File: src/rtl/mig_redir_pkg.sv
package mig_redir_pkg;
  typedef enum logic [1:0] {
    PH_REST   = 2'd0,
    PH_PREP   = 2'd1,
    PH_SWITCH = 2'd2,
    PH_DRAIN  = 2'd3
  } mig_phase_e;
endpackage

File: src/rtl/mig_phase_ctrl.sv
module mig_phase_ctrl
  import mig_redir_pkg::*;
#(
  parameter int TILE_W  = 6,
  parameter int DRAIN_W = 4
) (
  input  logic               clk,
  input  logic               rst_n,
  input  logic               cmd_begin,
  input  logic               cmd_switch,
  input  logic               cmd_finish,
  input  logic [TILE_W-1:0]  cfg_home_tile,
  input  logic [TILE_W-1:0]  cfg_target_tile,
  input  logic               cfg_fwd_mode,
  input  logic [DRAIN_W-1:0] cfg_drain,
  input  logic               msg_acc,
  output mig_phase_e         phase,
  output logic               seq_err,
  output logic [TILE_W-1:0]  home_cap,
  output logic [TILE_W-1:0]  target_cap,
  output logic               redirect,
  output logic               dual_en
);
  localparam logic [DRAIN_W-1:0] CNT_ONE = DRAIN_W'(1);

  mig_phase_e         phase_q, phase_d;
  logic               err_q, err_d, bad_cmd;
  logic [DRAIN_W-1:0] cnt_q, cnt_d, drain_q;
  logic [TILE_W-1:0]  home_q, target_q;
  logic               fwd_q, cap_en, cnt_en;

  // next-state logic
  always_comb begin
    phase_d = phase_q;
    cnt_d   = cnt_q;
    cnt_en  = 1'b0;
    cap_en  = 1'b0;
    bad_cmd = 1'b0;
    unique case (phase_q)
      PH_REST: begin
        bad_cmd = cmd_switch | cmd_finish;
        if (cmd_begin) begin
          phase_d = PH_PREP;
          cap_en  = 1'b1;
        end
      end
      PH_PREP: begin
        bad_cmd = cmd_begin | cmd_finish;
        if (cmd_switch) phase_d = PH_SWITCH;
      end
      PH_SWITCH: begin
        bad_cmd = cmd_begin | cmd_switch;
        if (cmd_finish) begin
          phase_d = PH_DRAIN;
          cnt_d   = '0;
          cnt_en  = 1'b1;
        end
      end
      PH_DRAIN: begin
        bad_cmd = cmd_begin | cmd_switch | cmd_finish;
        if (cnt_q >= drain_q) begin
          phase_d = PH_REST;
        end else if (msg_acc) begin
          cnt_d  = cnt_q + CNT_ONE;
          cnt_en = 1'b1;
        end
      end
      default: phase_d = PH_REST;
    endcase
    err_d = err_q | bad_cmd;
  end

  // state registers
  always_ff @(posedge clk or negedge rst_n) begin
    if (!rst_n) begin
      phase_q <= PH_REST;
      err_q   <= 1'b0;
    end else begin
      phase_q <= phase_d;
      err_q   <= err_d;
    end
  end

  always_ff @(posedge clk or negedge rst_n) begin
    if (!rst_n) begin
      cnt_q <= '0;
    end else if (cnt_en) begin
      cnt_q <= cnt_d;
    end
  end

  // configuration captured at the begin command
  always_ff @(posedge clk or negedge rst_n) begin
    if (!rst_n) begin
      home_q   <= '0;
      target_q <= '0;
      fwd_q    <= 1'b0;
      drain_q  <= '0;
    end else if (cap_en) begin
      home_q   <= cfg_home_tile;
      target_q <= cfg_target_tile;
      fwd_q    <= cfg_fwd_mode;
      drain_q  <= cfg_drain;
    end
  end

  assign phase      = phase_q;
  assign seq_err    = err_q;
  assign home_cap   = home_q;
  assign target_cap = target_q;
  assign redirect   = (phase_q != PH_REST);
  assign dual_en    = !fwd_q &&
                      ((phase_q == PH_PREP) || (phase_q == PH_SWITCH) ||
                       ((phase_q == PH_DRAIN) && (cnt_q < drain_q)));
endmodule

File: src/rtl/mig_copy_steer.sv
module mig_copy_steer #(
  parameter int TILE_W = 6
) (
  input  logic              clk,
  input  logic              rst_n,
  input  logic              in_valid,
  input  logic              out_ready,
  input  logic              redirect,
  input  logic              dual_en,
  input  logic [TILE_W-1:0] live_home,
  input  logic [TILE_W-1:0] home_cap,
  input  logic [TILE_W-1:0] target_cap,
  output logic              in_ready,
  output logic              out_valid,
  output logic [TILE_W-1:0] out_tile,
  output logic              msg_acc
);
  logic second_q, second_d, fire;

  // copy selection: second copy of a dual message always targets the new tile
  always_comb begin
    if (second_q) begin
      out_tile = target_cap;
      in_ready = out_ready;
    end else if (dual_en) begin
      out_tile = home_cap;
      in_ready = 1'b0;
    end else begin
      out_tile = redirect ? target_cap : live_home;
      in_ready = out_ready;
    end
  end

  assign out_valid = in_valid;
  assign fire      = in_valid && out_ready;
  assign msg_acc   = in_valid && in_ready;

  always_comb begin
    second_d = second_q;
    if (fire) second_d = !second_q && dual_en;
  end

  always_ff @(posedge clk or negedge rst_n) begin
    if (!rst_n) begin
      second_q <= 1'b0;
    end else if (fire) begin
      second_q <= second_d;
    end
  end
endmodule

File: src/rtl/mig_chan_redirector.sv
module mig_chan_redirector
  import mig_redir_pkg::*;
#(
  parameter int PAYLOAD_W = 16,
  parameter int CHAN_W    = 4,
  parameter int TILE_W    = 6,
  parameter int DRAIN_W   = 4
) (
  input  logic                 clk,
  input  logic                 rst_n,
  input  logic                 in_valid,
  output logic                 in_ready,
  input  logic [PAYLOAD_W-1:0] in_data,
  input  logic [CHAN_W-1:0]    in_chan,
  output logic                 out_valid,
  input  logic                 out_ready,
  output logic [PAYLOAD_W-1:0] out_data,
  output logic [CHAN_W-1:0]    out_chan,
  output logic [TILE_W-1:0]    out_tile,
  input  logic [TILE_W-1:0]    cfg_home_tile,
  input  logic [TILE_W-1:0]    cfg_target_tile,
  input  logic                 cfg_fwd_mode,
  input  logic [DRAIN_W-1:0]   cfg_drain,
  input  logic                 cmd_begin,
  input  logic                 cmd_switch,
  input  logic                 cmd_finish,
  output logic [1:0]           phase_o,
  output logic                 seq_err
);
  mig_phase_e        phase;
  logic [TILE_W-1:0] home_cap, target_cap;
  logic              redirect, dual_en, msg_acc;

  mig_phase_ctrl #(.TILE_W(TILE_W), .DRAIN_W(DRAIN_W)) u_ctrl (
    .clk             (clk),
    .rst_n           (rst_n),
    .cmd_begin       (cmd_begin),
    .cmd_switch      (cmd_switch),
    .cmd_finish      (cmd_finish),
    .cfg_home_tile   (cfg_home_tile),
    .cfg_target_tile (cfg_target_tile),
    .cfg_fwd_mode    (cfg_fwd_mode),
    .cfg_drain       (cfg_drain),
    .msg_acc         (msg_acc),
    .phase           (phase),
    .seq_err         (seq_err),
    .home_cap        (home_cap),
    .target_cap      (target_cap),
    .redirect        (redirect),
    .dual_en         (dual_en)
  );

  mig_copy_steer #(.TILE_W(TILE_W)) u_steer (
    .clk        (clk),
    .rst_n      (rst_n),
    .in_valid   (in_valid),
    .out_ready  (out_ready),
    .redirect   (redirect),
    .dual_en    (dual_en),
    .live_home  (cfg_home_tile),
    .home_cap   (home_cap),
    .target_cap (target_cap),
    .in_ready   (in_ready),
    .out_valid  (out_valid),
    .out_tile   (out_tile),
    .msg_acc    (msg_acc)
  );

  assign out_data = in_data;
  assign out_chan = in_chan;
  assign phase_o  = phase;
endmodule

File: config.mk
export PLATFORM = sky130hd
export DESIGN_NAME = mig_chan_redirector
export DESIGN_NICKNAME = d
export VERILOG_FILES = /design/src/rtl/mig_redir_pkg.sv /design/src/rtl/mig_phase_ctrl.sv /design/src/rtl/mig_copy_steer.sv /design/src/rtl/mig_chan_redirector.sv
export SDC_FILE = /design/constraint.sdc
export NUM_CORES = 1
export LEC_CHECK = 0
export CAP_MARGIN = 20
export CORE_MARGIN = 4
export CORE_UTILIZATION = 41
export DETAILED_ROUTE_END_ITERATION = 12
export PLACE_DENSITY = 0.84
export SETUP_SLACK_MARGIN = 0.15
export SLEW_MARGIN = 20
export SYNTH_ARGS = -nofsm -noshare
export SYNTH_HDL_FRONTEND = slang
export SYNTH_SLANG_ARGS = --single-unit
export TNS_END_PERCENT = 5
File: constraint.sdc
create_clock -name clk -period 2.75 [get_ports clk]
set_clock_uncertainty 0.2 [all_clocks]
set_input_delay 0.275 -clock clk [delete_from_list [all_inputs] [get_ports clk]]
set_output_delay 0.275 -clock clk [all_outputs]
set_load 0.01 [all_outputs]
==> results.json <==
{
  "p_clk_frac": 0.100,
  "synth-simple-area-share": 0.119,
  "die_y_um": 70.0,
  "ys_seq_elements": 25,
  "netlist_area_mm2": 0.00158,
  "setup_viol": 0,
  "via_per_inst": 5.04,
  "synth_cell_types": 31,
  "synth.area.top_cells": "dfrtp_1 40%, mux2_2 13%, buf_4 10%, ha_1 7.1%, inv_1 3.6%",
  "crit_type": "reg2out",
  "min_period_over_period": 0.910,
  "critPathMaxFanout": 6,
  "dr.first_iter.drc_count": 24,
  "drt_drc_violations_left": 0,
  "routed_wl_mm": 3.18,
  "syn_avg_cell_area_um2": 10.5,
  "vias": 1138,
  "status": "finished clean",
  "setup_tns_ns": 0,
  "cts-root-buf": "clkbuf_8",
  "rows": 22,
  "async_flop_share": 1.00,
  "cts_hold_buf": 0,
  "cp-start-kind": "flip-flop",
  "ys_warn_count": 0,
  "antenna_found_initial": 0,
  "vdd_drop_max_mv": 0.689,
  "combPwrFrac": 0.620,
  "ios": 75,
  "grt_pass1_vias": 1208,
  "relSlewSlack": 0.781,
  "final_hold_viol_count": 0,
  "start_util": 0.428,
  "clk_pin_slew_ns": 0.09,
  "power_density_mw_per_mm2": 1130,
  "fin_crit_ns": 2.50,
  "required_ns": 2.28,
  "synth_top_family_by_area": "multiplexers",
  "die_area_mm2": 0.00490,
  "dp.cells": 216,
  "switching_share": 0.391,
  "synth_top_cell_area_share": 0.397,
  "critPathCaptureType": "primary output",
  "ant_nets": 0,
  "synthFlopType": "dfrtp_1",
  "yosysSeqAreaShare": 0.397,
  "dr.pass1.iters": 2,
  "coreArea_mm2": 0.00369,
  "pwr-share-seq": 0.281,
  "dp_hpwl_mm": 2.38,
  "h-tree-depth": 1,
  "final_cell_mix": "27 x clkdlybuf4s50_1, 25 x dfrtp_1, 18 x mux2_2",
  "p_total_mw": 2.20,
  "cts_buffers": 3,
  "hp-class": "in2async",
  "rsz0062_at_grt": "yes",
  "crit_arrival_ns": 2.03,
  "syn-instance-count": 150,
  "clk_latency_ns": 0.27,
  "synth_compound_area_frac": 0.120,
  "grt_start_max_net_pins": 26,
  "post-route-util": 0.528,
  "synthAdderAreaFrac": 0.0714,
  "cts.sinks": 25,
  "synth_nets": 203,
  "clockBufferDepth": 2,
  "finalNetCount": 232,
  "grt_pass1_wl_mm": 5.43,
  "layoutNonFillerInstCount": 226,
  "synth_mux_area_frac": 0.148,
  "p_leak_nw": 0.914,
  "drive_gt1_frac": 0.292,
  "die_x_um": 70.0,
  "synth_xor_area_frac": 0,
  "cts_tree": "yes",
  "layout_commonest_cell": "clkdlybuf4s50_1",
  "synth_top_area_cell": "dfrtp_1",
  "maxCapViolations": 0,
  "synth_edf_count": 0,
  "grt_usage": 0.136,
  "numPortBuffers": 34,
  "worst-slew-pin-transition_ns": 0.329,
  "drv_slew": 0,
  "antenna_cells": 0,
  "syn_to_final_growth_pct": 23.4,
  "grt.overflow.total": 0,
  "wl_per_cell_um": 14.1,
  "finalWeightedCongestion": 0.723,
  "p_sw_mw": 0.862,
  "internal-power_mw": 1.34,
  "max_freq_mhz": 399
}
[cells in the mapped netlist (2+ instances only)]
library cell / number
nor2b_1: 2
nand2_1: 10
nor2_1: 4
nand2b_1: 2
mux2_2: 18
inv_1: 15
dfrtp_1: 25
buf_4: 21
and3_1: 2
mux2i_1: 3
ha_1: 9
a21oi_1: 10
o22ai_1: 9
o21ai_0: 3
[path summary, 6_finish.rpt]
check,start,endpoint,slack (ns),cells past startpoint
max,u_ctrl.drain_q[1],out_tile[0],0.25,9
min,rst_n,u_ctrl.target_cap[0],0.17,2
max reg2reg,u_ctrl.drain_q[0],u_ctrl.phase[1],0.51,7
min reg2reg,u_ctrl.seq_err,u_ctrl.seq_err,0.29,2
max in group asynchronous,rst_n,u_ctrl.seq_err,1.94,2
min in group clk,u_ctrl.seq_err,u_ctrl.seq_err,0.29,2
[state kept, by name, summed over array words and instances (netlist names)]
name and cells:
u_ctrl.phase 2, u_ctrl.fwd_q 1, u_ctrl.seq_err 1, u_steer.second_q 1, u_ctrl.target_cap 6, u_ctrl.drain_q 4
u_ctrl.home_cap 6, u_ctrl.cnt_q 4
[per-layer routing]
| layer | part of all wire | vias to the layer above | global-route usage |
|---|---|---|---|
| li1 | - | 552 | - |
| met1 | 0.43 | 556 | 0.157 |
| met2 | 0.50 | 30 | 0.241 |
| met3 | 0.069 | 0 | 0.0388 |
| met4 | 0 | 0 | 0.0404 |
| met5 | 0 | - | 0 |
[logic make-up (layout without fill, tap and decap cells)]
| family | Yosys count | count (layout) |
|---|---|---|
| AOI/OAI and AO/OA | 27 | 27 |
| adders and majority gates | 9 | 9 |
| buffers and inverters | 38 | 66 |
| DFF | 25 | 25 |
| muxes | 21 | 21 |
| and+or+nand+nor | 30 | 30 |
[what timing repair did]
action                     4_1_cts  5_1_grt
setup endpoints to repair        7        7
gates resized for setup         11       17
setup buffers                    5        1
pin swaps                        3        2
[area by class of cell]
class	instances	area, um^2
flip-flops and latches	25	626
fillers	335	1740
repair buffers	47	407
clock inverters	1	5.00
inverters	15	56.3
clock buffers	3	41.3
well taps	48	60.1
multi-input cells	87	752
[worst max-delay path, stage by stage, from the launching register on]
cell	delay [ns]
dfrtp_1	0.35
inv_1	0.05
ha_1	0.29
and2b_1	0.19
o211ai_4	0.21
buf_6	0.14
a21bo_4	0.16
o22ai_1	0.08
a21oi_1	0.13
clkbuf_2	0.15
[per-stage QoR]
stage	setup slack, ns	hold WS (ns)	cell area (um^2)
floorplan	0.671	-0.221	1580
global placement	0.111	0.267	1860
detailed placement	0.0554	0.272	1860
CTS	0.0707	0.170	1950
global route	0.140	0.190	1950
finish	0.247	0.166	1950
[power by group through the flow]
stage | Sequential (mW) | Clock [mW] | Combinational [mW]
final | 0.618 | 0.220 | 1.37
after global routing | 0.639 | 0.242 | 1.50
after global placement | 0.624 | 0 | 1.31
after floorplan | 0.622 | 0 | 0.829
after CTS | 0.618 | 0.228 | 1.38
after detailed placement | 0.634 | 0 | 1.34
Note: power is estimated with default switching activity, not from simulation.
